--- src/rtl/tod_pkg.sv ---
package tod_pkg;
  localparam int unsigned DIGIT_W = 4;
  localparam int unsigned NSTAGES = 3;
  typedef logic [DIGIT_W-1:0] bcd_t;
  typedef struct packed {
    bcd_t tens;
    bcd_t ones;
  } bcd_pair_t;
endpackage

--- src/rtl/tod_bcd_digit.sv ---
module tod_bcd_digit
  import tod_pkg::*;
(
  input  logic clk,
  input  logic rst,
  input  logic en,
  input  logic wrap,
  output bcd_t q
);
  always_ff @(posedge clk) begin
    if (rst)
      q <= '0;
    else if (en)
      q <= wrap ? bcd_t'(0) : q + bcd_t'(1);
  end
endmodule

--- src/rtl/tod_stage.sv ---
module tod_stage
  import tod_pkg::*;
#(
  parameter int unsigned MODULUS = 60
) (
  input  logic      clk,
  input  logic      rst,
  input  logic      adv,
  output bcd_pair_t val,
  output logic      at_top
);
  localparam bcd_t TOP_T  = bcd_t'((MODULUS - 1) / 10);
  localparam bcd_t TOP_O  = bcd_t'((MODULUS - 1) % 10);
  localparam bcd_t NINE   = bcd_t'(9);

  logic ones_last;
  logic ones_wrap;
  logic tens_en;

  assign at_top    = (val.tens == TOP_T) && (val.ones == TOP_O);
  assign ones_last = (val.ones == NINE);
  assign ones_wrap = ones_last || at_top;
  assign tens_en   = adv && ones_wrap;

  tod_bcd_digit u_ones (
    .clk  (clk),
    .rst  (rst),
    .en   (adv),
    .wrap (ones_wrap),
    .q    (val.ones)
  );

  tod_bcd_digit u_tens (
    .clk  (clk),
    .rst  (rst),
    .en   (tens_en),
    .wrap (at_top),
    .q    (val.tens)
  );
endmodule

--- src/rtl/tod_counter.sv ---
module tod_counter
  import tod_pkg::*;
#(
  parameter int unsigned SEC_MOD = 60,
  parameter int unsigned MIN_MOD = 60,
  parameter int unsigned HR_MOD  = 24
) (
  input  logic       clk,
  input  logic       rst,
  input  logic       tick,
  input  logic       min_step,
  input  logic       hr_step,
  output logic [3:0] sec_ones,
  output logic [3:0] sec_tens,
  output logic [3:0] min_ones,
  output logic [3:0] min_tens,
  output logic [3:0] hr_ones,
  output logic [3:0] hr_tens,
  output logic       hour_flag
);
  localparam int unsigned LAST = NSTAGES - 1;

  bcd_pair_t          val   [NSTAGES];
  logic [NSTAGES-1:0] top_hit;
  logic [NSTAGES-1:0] real_in;
  logic [NSTAGES-1:0] adv;
  logic [NSTAGES-1:0] step_vec;

  assign step_vec = {hr_step, min_step, 1'b0};

  // Genuine carries ripple only through real time; step pulses join per stage.
  always_comb begin
    real_in[0] = tick;
    for (int i = 1; i < NSTAGES; i++)
      real_in[i] = real_in[i-1] & top_hit[i-1];
    adv = real_in | step_vec;
  end

  for (genvar g = 0; g < NSTAGES; g++) begin : g_stage
    localparam int unsigned MODV = (g == 0) ? SEC_MOD : ((g == 1) ? MIN_MOD : HR_MOD);
    tod_stage #(.MODULUS(MODV)) u_stage (
      .clk    (clk),
      .rst    (rst),
      .adv    (adv[g]),
      .val    (val[g]),
      .at_top (top_hit[g])
    );
  end

  always_ff @(posedge clk) begin
    if (rst)
      hour_flag <= 1'b0;
    else
      hour_flag <= real_in[LAST];
  end

  assign sec_ones = val[0].ones;
  assign sec_tens = val[0].tens;
  assign min_ones = val[1].ones;
  assign min_tens = val[1].tens;
  assign hr_ones  = val[2].ones;
  assign hr_tens  = val[2].tens;
endmodule

--- config.mk ---
export PLATFORM = sky130hd
export DESIGN_NAME = tod_counter
export DESIGN_NICKNAME = d
export VERILOG_FILES = /design/src/rtl/tod_pkg.sv /design/src/rtl/tod_bcd_digit.sv /design/src/rtl/tod_stage.sv /design/src/rtl/tod_counter.sv
export SDC_FILE = /design/constraint.sdc
export NUM_CORES = 1
export LEC_CHECK = 0
export ABC_AREA = 1
export BUFFER_PORTS_ARGS = -buffer_cell sky130_fd_sc_hd__buf_2
export CAP_MARGIN = 20
export CORE_MARGIN = 5
export CORE_UTILIZATION = 50
export CTS_BUF_LIST = sky130_fd_sc_hd__clkbuf_4
export DETAILED_ROUTE_END_ITERATION = 7
export GPL_ROUTABILITY_DRIVEN = 0
export PLACE_DENSITY = 0.87
export SLEW_MARGIN = 20
export SYNTH_ARGS = -nofsm -noshare
export SYNTH_HDL_FRONTEND = slang
export SYNTH_SLANG_ARGS = --single-unit
--- constraint.sdc ---
create_clock -name clk -period 1.33 [get_ports clk]
set_input_delay 0.133 -clock clk [delete_from_list [all_inputs] [get_ports clk]]
set_output_delay 0.133 -clock clk [all_outputs]
set_load 0.005 [all_outputs]
==> results of run 1 <==
## worst max-delay path, stage by stage, from the launching register on
cell and delay [ns]:
dfxtp_2 0.36, inv_2 0.07, ha_4 0.16, nand3_4 0.09, nor2_4 0.12, nand2_4 0.09
nand2_8 0.10, buf_6 0.10, nand4_1 0.08, a21oi_1 0.23
## placed cells by master (no fill, tap or decap)
cell,n
xor2_1,5
inv_2,3
and3_1,1
nand2_4,6
o21ai_2,1
and2_1,1
nand3_1,11
nand3_2,3
o22ai_1,1
xnor2_1,3
inv_1,18
nand2_8,3
nand3_4,3
buf_2,29
dfxtp_2,8
ha_1,9
ha_2,1
clkinv_2,1
a21oi_1,9
nand3b_1,1
inv_4,1
nor3_1,7
buf_4,27
or2_2,1
nand4_1,2
nand4_4,1
o21ai_0,3
nor2_1,20
dfxtp_1,17
buf_6,2
nor2_4,3
nand2_2,7
o21ai_1,2
nor2_2,1
nand2_1,20
clkbuf_4,3
ha_4,2
a21oi_2,6
## metrics by stage
step	instances	TNS (ns)	utilization, %	setup WS (ns)	cell area [µm²]
6_report	273	-0.475	74.9	-0.170	2010
5_1_grt	273	-1.96	74.9	-0.223	2010
4_1_cts	271	-0.00157	68.2	-0.00157	1830
3_5_place_dp	262	-0.845	64.1	-0.128	1720
3_3_place_gp	262	-0.428	64.1	-0.110	1720
2_1_floorplan	181	0	-	0.00196	1380
## metal layers
metal	routed length, µm	GRT usage (%)	vias to the layer above
met5	0	0	-
li1	-	-	716
met2	2010	29.7	43
met3	180	3.06	8
met4	75	4.88	0
met1	1580	21.7	659
## synthesized netlist by cell type, drive strengths merged
master   n  area [µm²]
buf      2        22.5
a21oi   15        75.1
ha      12         150
nor2    24        97.6
nand4    3        33.8
o21ai    6        30.0
nand2   34         143
nand3b   1        7.51
and2     1        6.26
nor3     7        35.0
o22ai    1        6.26
dfxtp   25         500
xor2     5        43.8
inv     22        82.6
nand3   17        85.1
and3     1        6.26
clkbuf   1        3.75
xnor2    3        26.3
or2      1        6.26
## worst min-delay path by stage
| stage | start | end | slack [ns] | depth (start not counted) |
|---|---|---|---|---|
| floorplan | tick | g_stage[0].u_stage.u_ones.q[0] | 0.29 | 2 |
| detailed placement | min_step | g_stage[1].u_stage.u_ones.q[0] | 0.45 | 4 |
| global route | rst | g_stage[2].u_stage.u_ones.q[2] | 0.11 | 2 |
| CTS | min_step | g_stage[1].u_stage.u_ones.q[0] | 0.09 | 4 |
| global placement | rst | g_stage[1].u_stage.u_tens.q[3] | 0.45 | 2 |
| finish | rst | g_stage[2].u_stage.u_ones.q[2] | 0.12 | 2 |
## layout make-up
class	count	area (µm²)
Multi-Input combinational cell	133	980
Clock buffer	3	22.5
Timing Repair Buffer	58	370
Clock inverter	1	5.00
Sequential cell	25	510
Fill cell	187	674
Inverter	22	85.1
Tap cell	31	38.8
## cells by family (layout without fill, tap and decap cells)
group / Yosys count / after routing / share of synthesized area (%)
AND/OR/NAND/NOR: 89 / 91 / 30.9
flip-flops: 25 / 25 / 36.8
buffers and inverters: 25 / 84 / 8.00
AO/OA/AOI/OAI: 22 / 22 / 8.18
adder cells (fa/ha/maj): 12 / 12 / 11.0
XOR/XNOR: 8 / 8 / 5.15
## state kept, by name, indices dropped and copies added, names as in the netlist
signal and flops:
g_stage.u_stage.u_ones.q 12, g_stage.u_stage.u_tens.q 12, hour_flag 1
## what timing repair did
| action | CTS | global route |
|---|---|---|
| pin swaps | 7 | 12 |
| setup endpoints to repair | 16 | 20 |
| gates cloned | 2 | 0 |
| setup buffers | 3 | 2 |
| gates resized for setup | 16 | 40 |
| hold buffers | 0 | 0 |
| hold endpoints to repair | 0 | 0 |
## power breakdown
group / switching (µW) / leakage (µW) / total, µW / internal [µW]
sequential: 20.6 / 0.000206 / 791 / 770
clock: 232 / 0.0000177 / 345 / 113
combinational: 125 / 0.000732 / 225 / 100
total: 378 / 0.000957 / 1360 / 983
==> Flow_metrics.wiki, run 1 <==
{| class="wikitable"
! Metric !! Value
|-
| Maximum VDD drop || 0.600 mV
|-
| Synthesized netlist cell count || 181
|-
| Synthesized net count || 198
|-
| Worst Tran Pin Value || 0.433 ns
|-
| Post-synthesis cell area || 0.00136 mm²
|-
| Final hold viol count || 0
|-
| Post-Route Hold Slack || 0.118 ns
|-
| Arrival time worst endpoint || 1.75 ns
|-
| Crit path required time || 1.58 ns
|-
| Post-route clock period utilization || 113%
|-
| Number of clock sinks || 25
|-
| Number of library cell types mapped by synthesis || 23
|-
| R2r worst-path depth || 9
|-
| Clk Latency, worst-skew pair || 0.33 ns
|-
| First-pass GRT wire length || 5750 µm
|-
| WL/cell || 14.1 µm
|-
| Clock-pin slew reported for the worst setup and hold paths after clock tree synthesis || 0.15 ns
|-
| Class of the most critical hold timing path || input pin to flop
|-
| Initial standard-cell utilization of the core || 50.7%
|-
| Total I/O pin count || 30
|-
| End of the worst register-to-register path || g_stage[1].u_stage.u_tens.q[2]
|-
| DRC || 0
|-
| Relative slew margins || 71.1%
|-
| Startpoint of the worst setup timing path || g_stage[0].u_stage.u_ones.q[1]
|-
| Pwr dens || 677 mW/mm²
|-
| Register-to-register setup slack || -0.17 ns
|-
| RSZ-0062 raised after global routing || yes
|-
| Fraction of final layout cells sized beyond drive strength 1 || 46.3%
|-
| Critical path endpoint category || flop
|-
| Smallest setup slack after layout || -0.170 ns
|-
| Total Routing Usage GR || 17.2%
|-
| Final net count || 260
|-
| Beginning of the worst register-to-register path || g_stage[0].u_stage.u_ones.q[1]
|-
| CP startpoint kind || flop
|-
| GRT Residual Overflow || 0
|-
| Average via count per standard cell || 5.22
|-
| Number of DRC markers in iteration 0 || 98
|-
| Count of warnings emitted by yosys || 0
|-
| Final Max Tran Viols || 0
|-
| Vias in the first global route || 1,354
|-
| Sequential share of the synthesized area || 36.8%
|-
| Largest net degree at the start of global routing || 15
|-
| Placement Rows || 19
|-
| DR pass1 iterations || 4
|-
| Min Clock Period, post-route || 1.50 ns
|-
| Max Clock Freq || 667 MHz
|-
| Clock buffers created by TritonCTS || 3
|-
| DIE HEIGHT || 62.2 µm
|-
| Antenna violations before repair || 0
|-
| Port buffer count || 29
|-
| Overall routed net length || 3850 µm
|-
| Total of max-cap violations || 0
|-
| Die Outline Area || 0.00387 mm²
|-
| Average size of a mapped cell || 7.52 µm²
|-
| DR vias || 1,426
|-
| Count of state elements after synthesis || 25
|-
| Relative area change from synthesis to final layout || 47.8%
|-
| Clk Tree Root Cell || clkbuf_4
|-
| Number of levels the H-tree was split into || 1
|-
| Post-route ant nets || 0
|-
| Result of the run || complete, but fails checks
|-
| Endpoint of the worst setup timing path || g_stage[1].u_stage.u_tens.q[2]
|-
| Post-DP HPWL || 2340 µm
|-
| Critical-path maximum fanout || 5
|-
| Failing checks || setup timing
|-
| Diodes inserted || 0
|-
| Final setup violating endpoints || 13
|-
| TritonCTS clock tree || yes
|-
| Lkg Pwr || 0.000957 µW
|-
| Worst Skew || 0.0180 ns
|-
| Classification of the worst setup path || flop to flop
|-
| Core box area || 0.00269 mm²
|-
| Power after layout || 1360 µW
|-
| DIE WIDTH || 62.2 µm
|-
| Clock tree buffer depth || 2
|}
No activity file was read; power rests on OpenSTA's default activity.
==> run 2: changes to the inputs <==
- SETUP_SLACK_MARGIN: unset -> 0.4
==> run 2 against run 1 <==
Net effect:
- the run still ends with setup timing left
- count of clock-buffer cells in the layout increased by 1
- critical path depth unchanged
- die area unchanged
- final cell count increased by 4.0%
- wire length increased by 31%
- first-iteration DRC count decreased by 13%
==> Flow_metrics.wiki, run 2 (synthesis gave the netlist of run 1 again) <==
{| class="wikitable"
! Metric !! Value
|-
| Result of the run || complete, but fails checks
|-
| Failing checks || setup timing
|-
| Number of DRC markers in iteration 0 || 85 (-13%)
|-
| Biggest registers after layout || g_stage.u_stage.u_ones.q (12), g_stage.u_stage.u_tens.q (12), hour_flag (1)
|-
| Clk Tree Root Cell || clkbuf_4
|-
| Cell area reported after detailed placement || 0.00175 mm² (+1.9%)
|-
| Final setup violating endpoints || 16 (+3)
|-
| Vias in the first global route || 1,656 (+22%)
|-
| Most common cell after layout, fill and taps aside || buf_6
|-
| Total Routing Usage GR || 23.1% (+5.9 points)
|-
| Final hold viol count || 0 (unchanged)
|-
| Relative area change from synthesis to final layout || 71.2%
|-
| Clock-pin slew reported for the worst setup and hold paths after clock tree synthesis || 0.15 ns (about the same)
|-
| Diodes inserted || 0 (unchanged)
|-
| Total of max-cap violations || 0 (unchanged)
|-
| Hold buffers post-CTS || 0 (unchanged)
|-
| Post-route clock period utilization || 107% (-5.9 points)
|-
| First-pass GRT wire length || 7270 µm (+26%)
|-
| CP startpoint kind || flop
|-
| Antenna violations before repair || 0 (unchanged)
|-
| DIE HEIGHT || 62.2 µm (unchanged)
|-
| Class of the most critical hold timing path || input pin to flop
|-
| Clk Latency, worst-skew pair || 0.34 ns (about the same)
|-
| Power after layout || 1420 µW (+4.3%)
|-
| Arrival time worst endpoint || 1.65 ns (-0.10 ns)
|-
| Initial standard-cell utilization of the core || 50.7% (unchanged)
|-
| DR pass1 iterations || 4 (unchanged)
|-
| Summed area of non-filler cells in the final layout || 0.00233 mm² (+16%)
|-
| Max Clock Freq || 704 MHz (+5.6%)
|-
| Overall routed net length || 5040 µm (+31%)
|-
| Maximum VDD drop || 0.745 mV (+24%)
|-
| DRC || 0 (unchanged)
|-
| Final Max Tran Viols || 0 (unchanged)
|-
| Worst Skew || 0.0177 ns (-0.000347 ns)
|-
| Post-route ant nets || 0 (unchanged)
|-
| Smallest setup slack after layout || -0.0909 ns (+0.0789 ns)
|-
| Clock buffers created by TritonCTS || 3 (unchanged)
|-
| Crit path required time || 1.56 ns (-0.02 ns)
|-
| Lkg Pwr || 0.00104 µW (+8.2%)
|-
| Average via count per standard cell || 5.62 (+7.5%)
|-
| Placement Rows || 19 (unchanged)
|-
| Pwr dens || 609 mW/mm² (-10%)
|-
| Total I/O pin count || 30 (unchanged)
|-
| Largest net degree at the start of global routing || 14 (-1)
|-
| Clock tree buffer depth || 2 (unchanged)
|-
| Port buffer count || 29 (unchanged)
|-
| Register-to-register setup slack || -0.09 ns (+0.08 ns)
|-
| TritonCTS clock tree || yes
|-
| GRT Residual Overflow || 0 (unchanged)
|-
| Fraction of final layout cells sized beyond drive strength 1 || 58.9% (+13 points)
|-
| Relative slew margins || 62.4% (-8.7 points)
|-
| Worst Tran Pin Value || 0.563 ns (+0.130 ns)
|-
| Final net count || 271 (+4.2%)
|-
| Classification of the worst setup path || flop to flop
|-
| RSZ-0062 raised after global routing || yes
|-
| Total of fill cells in the finished design || 126 (-33%)
|-
| Number of levels the H-tree was split into || 1 (unchanged)
|-
| WL/cell || 17.7 µm (+26%)
|-
| Min Clock Period, post-route || 1.42 ns (-0.0789 ns)
|-
| Post-DP HPWL || 2460 µm (+5.0%)
|-
| DR vias || 1,595 (+12%)
|-
| Die Outline Area || 0.00387 mm² (unchanged)
|-
| Number of clock sinks || 25 (unchanged)
|-
| Core box area || 0.00269 mm² (unchanged)
|-
| Commonest non-fill, non-tap cells in the layout || buf_6 (36), buf_4 (23), nor2_1 (19), nand2_1 (19), dfxtp_2 (17)
|-
| DIE WIDTH || 62.2 µm (unchanged)
|-
| Critical-path maximum fanout || 6 (+1)
|-
| Critical path endpoint category || flop
|}
## run 2: changes by cell type in the layout (fill, tap and decap cells not counted), moves of 4 or more
cell | previous run | this run
a21oi_2 | 6 | 2
nand3_2 | 3 | 9
dfxtp_1 | 17 | 0
dfxtp_2 | 8 | 17
buf_2 | 29 | 10
inv_2 | 3 | 7
dfxtp_4 | 0 | 8
a21oi_1 | 9 | 13
buf_4 | 27 | 23
buf_6 | 2 | 36
nand3_1 | 11 | 7
## run 2: power breakdown
group | internal [µW] | total [µW] | switching, µW
Clock | 138 | 386 | 247
Combinational | 119 | 252 | 133
Sequential | 760 | 782 | 22.4
## run 2: what timing repair did
| action | CTS | global route |
|---|---|---|
| pin swaps | 19 | 6 |
| resized for setup | 77 | 27 |
| buffers inserted | 15 | 5 |
| cloned | 2 | 0 |
| endpoints found under the setup margin | 48 | 50 |
## run 2: routing by layer
layer	track usage (%)	vias to the layer above	wire length, µm
met5	0	-	0
met1	23.5	753	1960
met4	11.1	0	235
met3	4.50	24	295
li1	-	735	-
met2	43.8	83	2550
## run 2: final cells by class
cell class / count / area (µm²) / share of cell area [%]
multi-input cells: 133 / 1000 / 42.9
repair buffers: 69 / 628 / 26.9
flip-flops and latches: 25 / 552 / 23.7
clock buffers: 4 / 30.0 / 1.29
inverters: 22 / 82.6 / 3.54
well taps: 31 / 38.8 / 1.66
## run 2: path summary, 6_finish.rpt
path,start,endpoint,depth (start not counted)
hold reg to reg,g_stage[1].u_stage.u_tens.q[1],g_stage[1].u_stage.u_tens.q[1],2
setup reg to reg,g_stage[0].u_stage.u_ones.q[1],g_stage[1].u_stage.u_tens.q[0],9
setup / recovery,g_stage[0].u_stage.u_ones.q[1],g_stage[1].u_stage.u_tens.q[0],9
hold / removal,rst,hour_flag,2
## run 2: critical path, stage by stage, from the launching register on
cell	delay [ns]
dfxtp_2	0.36
inv_2	0.07
ha_4	0.15
nand3_2	0.12
nor2_4	0.13
nand2_4	0.09
nand2_8	0.12
nand2_8	0.08
a21oi_2	0.13
nor2_1	0.06
## run 2: stage by stage
step                hold slack, ns  setup WS (ns)  cells  setup TNS [ns]  util (%)
floorplan                    0.286         0.0231    181               0         -
global placement             0.438        -0.0347    258         -0.0886      65.3
detailed placement           0.435        -0.0454    258          -0.189      65.3
CTS                         0.0780         0.0314    279               0      80.6
global route                 0.113         -0.140    284           -1.76      86.8
finish                       0.118        -0.0909    284          -0.645      86.8
==> run 3: changes to the inputs <==
- CORE_ASPECT_RATIO: unset -> 0.9
==> run 3 against run 2 <==
Net effect:
- the flow still finishes with violations (setup timing)
- worst hold slack better by 0.0059 ns
- critical path type unchanged
- clock skew fell by 0.010 ns
- register-to-register slack lost 0.07 ns
- via count increased by 1.6%
- sequential power about the same
- largest cell class unchanged
- sequential share of layout area down 0.25 points
- non-clock buffer count is 1 higher
- maximum frequency is 4.5% lower
- final cell count increased by 0.35%
- clock power barely moved
- utilization increased by 2.1 points
==> Flow_metrics.wiki, run 3 (synthesis gave the netlist of run 1 again) <==
{| class="wikitable"
! Metric !! Value
|-
| Maximum VDD drop || 0.533 mV (-28%)
|-
| First-pass GRT wire length || 6600 µm (-9.2%)
|-
| GRT Residual Overflow || 0 (unchanged)
|-
| Beginning of the worst register-to-register path || g_stage[0].u_stage.u_ones.q[1]
|-
| Final setup violating endpoints || 20 (+4)
|-
| Antenna violations before repair || 0 (unchanged)
|-
| Diodes inserted || 0 (unchanged)
|-
| Setup Slack @ Placement || -0.0248 ns (+0.0206 ns)
|-
| DRC || 0 (unchanged)
|-
| Placement Rows || 18 (-1)
|-
| Worst Tran Pin Value || 0.626 ns (+0.0636 ns)
|-
| Smallest setup slack after layout || -0.159 ns (-0.0677 ns)
|-
| Overall routed net length || 5260 µm (+4.3%)
|-
| Clock tree buffer depth || 2 (unchanged)
|-
| Critical-path maximum fanout || 6 (unchanged)
|-
| Post-route clock period utilization || 112% (+5.1 points)
|-
| Most common cell after layout, fill and taps aside || buf_6
|-
| Fraction of final layout cells sized beyond drive strength 1 || 58.4% (-0.46 points)
|-
| Worst Skew || 0.00741 ns (-0.0102 ns)
|-
| Biggest registers after layout || g_stage.u_stage.u_ones.q (12), g_stage.u_stage.u_tens.q (12), hour_flag (1)
|-
| Commonest non-fill, non-tap cells in the layout || buf_6 (38), buf_4 (25), nand2_1 (22)
|-
| Critical hold path startpoint || min_step
|-
| Failing checks || setup timing
|-
| Critical path endpoint category || flop
|-
| Relative slew margins || 58.2% (-4.2 points)
|-
| CP cell instances || inv_2 -> ha_4 -> nand3_4 -> nor2_4 -> nand2_4 -> nand2_4 -> nand2_4 -> a21oi_2 -> nor2_1
|-
| Initial standard-cell utilization of the core || 50.8% (+0.12 points)
|-
| Result of the run || complete, but fails checks
|-
| Min Clock Period, post-route || 1.49 ns (+0.0677 ns)
|-
| Clk Tree Root Cell || clkbuf_4
|-
| CP startpoint kind || flop
|-
| Final Max Tran Viols || 0 (unchanged)
|-
| DR pass1 iterations || 5 (+1)
|-
| CP max stage delay || 0.35 ns (about the same)
|-
| Class of the most critical hold timing path || input pin to flop
|-
| Port buffer count || 29 (unchanged)
|-
| Total I/O pin count || 30 (unchanged)
|-
| Summed area of non-filler cells in the final layout || 0.00238 mm² (+2.2%)
|-
| Post-route ant nets || 0 (unchanged)
|-
| Classification of the worst setup path || flop to flop
|-
| CP max stage cell || dfxtp_2
|-
| DIE HEIGHT || 59.5 µm (-4.3%)
|-
| Vias in the first global route || 1,462 (-12%)
|-
| TritonCTS clock tree || yes
|-
| Filler-free cell count of the finished design || 285 (+0.35%)
|-
| Max Clock Freq || 672 MHz (-4.5%)
|-
| Path length in cells of the critical path || 9 (unchanged)
|-
| Pwr dens || 598 mW/mm² (-1.9%)
|-
| Crit path required time || 1.57 ns (about the same)
|-
| Core box area || 0.00268 mm² (-0.23%)
|-
| DIE WIDTH || 65 µm (+4.5%)
|-
| WL/cell || 18.4 µm (+3.9%)
|-
| Clk Latency, worst-skew pair || 0.34 ns (about the same)
|-
| Clock-pin slew reported for the worst setup and hold paths after clock tree synthesis || 0.14 ns (about the same)
|-
| Number of clock sinks || 25 (unchanged)
|-
| Setup_tns || -1.36 ns (-0.720 ns)
|-
| Crit path max-delay family || simple AND/OR/NAND/NOR gates
|-
| WHS Path Cells || 4 (+2)
|-
| Count of buffer and inverter cells on the critical path || 1 (unchanged)
|-
| Cell total after placement || 258 (unchanged)
|-
| Arrival time worst endpoint || 1.73 ns (+0.08 ns)
|-
| Dominant cell type by count on the critical path || nand2_4
|-
| Cell area reported after detailed placement || 0.00176 mm² (+0.36%)
|-
| RSZ-0062 raised after global routing || yes
|-
| DR vias || 1,620 (+1.6%)
|-
| Largest net degree at the start of global routing || 14 (unchanged)
|-
| Final hold viol count || 0 (unchanged)
|-
| Number of levels the H-tree was split into || 1 (unchanged)
|-
| Lkg Pwr || 0.00108 µW (+4.4%)
|-
| Relative area change from synthesis to final layout || 75.0%
|-
| Die Outline Area || 0.00387 mm² (about the same)
|-
| Hold buffers post-CTS || 0 (unchanged)
|-
| Startpoint of the worst setup timing path || g_stage[0].u_stage.u_ones.q[1]
|-
| Post-DP HPWL || 2450 µm (-0.37%)
|-
| Total Routing Usage GR || 22.4% (-0.67 points)
|-
| Total of max-cap violations || 0 (unchanged)
|-
| Average via count per standard cell || 5.68 (+1.2%)
|-
| Clock buffers created by TritonCTS || 3 (unchanged)
|-
| R2r worst-path depth || 9 (unchanged)
|-
| Number of DRC markers in iteration 0 || 124 (+46%)
|-
| Final net count || 273 (+0.74%)
|-
| Post-Route Hold Slack || 0.124 ns (+0.00594 ns)
|}
-- run 3: changes by cell type in the layout (fill, tap and decap cells not counted), moves of 3 or more --
cell     change
o21ai_2      +3
inv_2        -3
nand2_4      +4
dfxtp_4      +3
nand2_1      +3
buf_2        -3
dfxtp_2      -4
o21ai_1      -3
nand2_2      -5
-- run 3: per-stage QoR --
| step | utilization (%) | power [µW] |
|---|---|---|
| final | 88.9 | 1420 |
| after global routing | 88.9 | 1480 |
| after CTS | 78.1 | 1370 |
| after detailed placement | 65.7 | 978 |
| after global placement | 65.7 | 973 |
| after floorplan | - | 911 |
-- run 3: path summary, 6_finish.rpt --
path                                    end  slack, ns
min          g_stage[1].u_stage.u_ones.q[0]       0.12
max reg2reg  g_stage[1].u_stage.u_tens.q[0]      -0.16
max          g_stage[1].u_stage.u_tens.q[0]      -0.16
min reg2reg  g_stage[1].u_stage.u_tens.q[1]       0.51
-- run 3: worst reg2reg max path, delay by kind of cell, from the launching register on --
| family | cells | cell delay, ns |
|---|---|---|
| AND/OR/NAND/NOR | 6 | 0.66 |
| flip-flops | 1 | 0.35 |
| AO/OA/AOI/OAI | 1 | 0.15 |
| adder cells (fa/ha/maj) | 1 | 0.16 |
| buffers and inverters | 1 | 0.08 |
-- run 3: repair_timing --
| action | CTS | global route |
|---|---|---|
| pin swaps | 18 | 15 |
| setup endpoints to repair | 48 | 49 |
| resized for setup | 67 | 46 |
| endpoints found under the hold margin | 0 | 0 |
| gates cloned | 3 | 0 |
| buffers inserted | 7 | 13 |
-- run 3: layout make-up --
cell class,instances,area (µm²)
tap,30,37.5
fill,112,298
timing repair buffer,70,651
clock buffer,4,30.0
inverter,22,85.1
sequential,25,558
multi-input combinational,134,1020
-- run 3: layer usage --
| layer | track usage [%] | up-vias | wire [µm] |
|---|---|---|---|
| li1 | - | 739 | - |
| met1 | 25.8 | 797 | 2050 |
| met2 | 39.8 | 71 | 2740 |
| met3 | 4.55 | 13 | 322 |
| met4 | 10.8 | 0 | 136 |
| met5 | 0 | - | 0 |
-- run 3: power by group --
part	switching [µW]	internal, µW
Clock	244	138
Combinational	133	129
Sequential	24.7	754
Total	402	1020
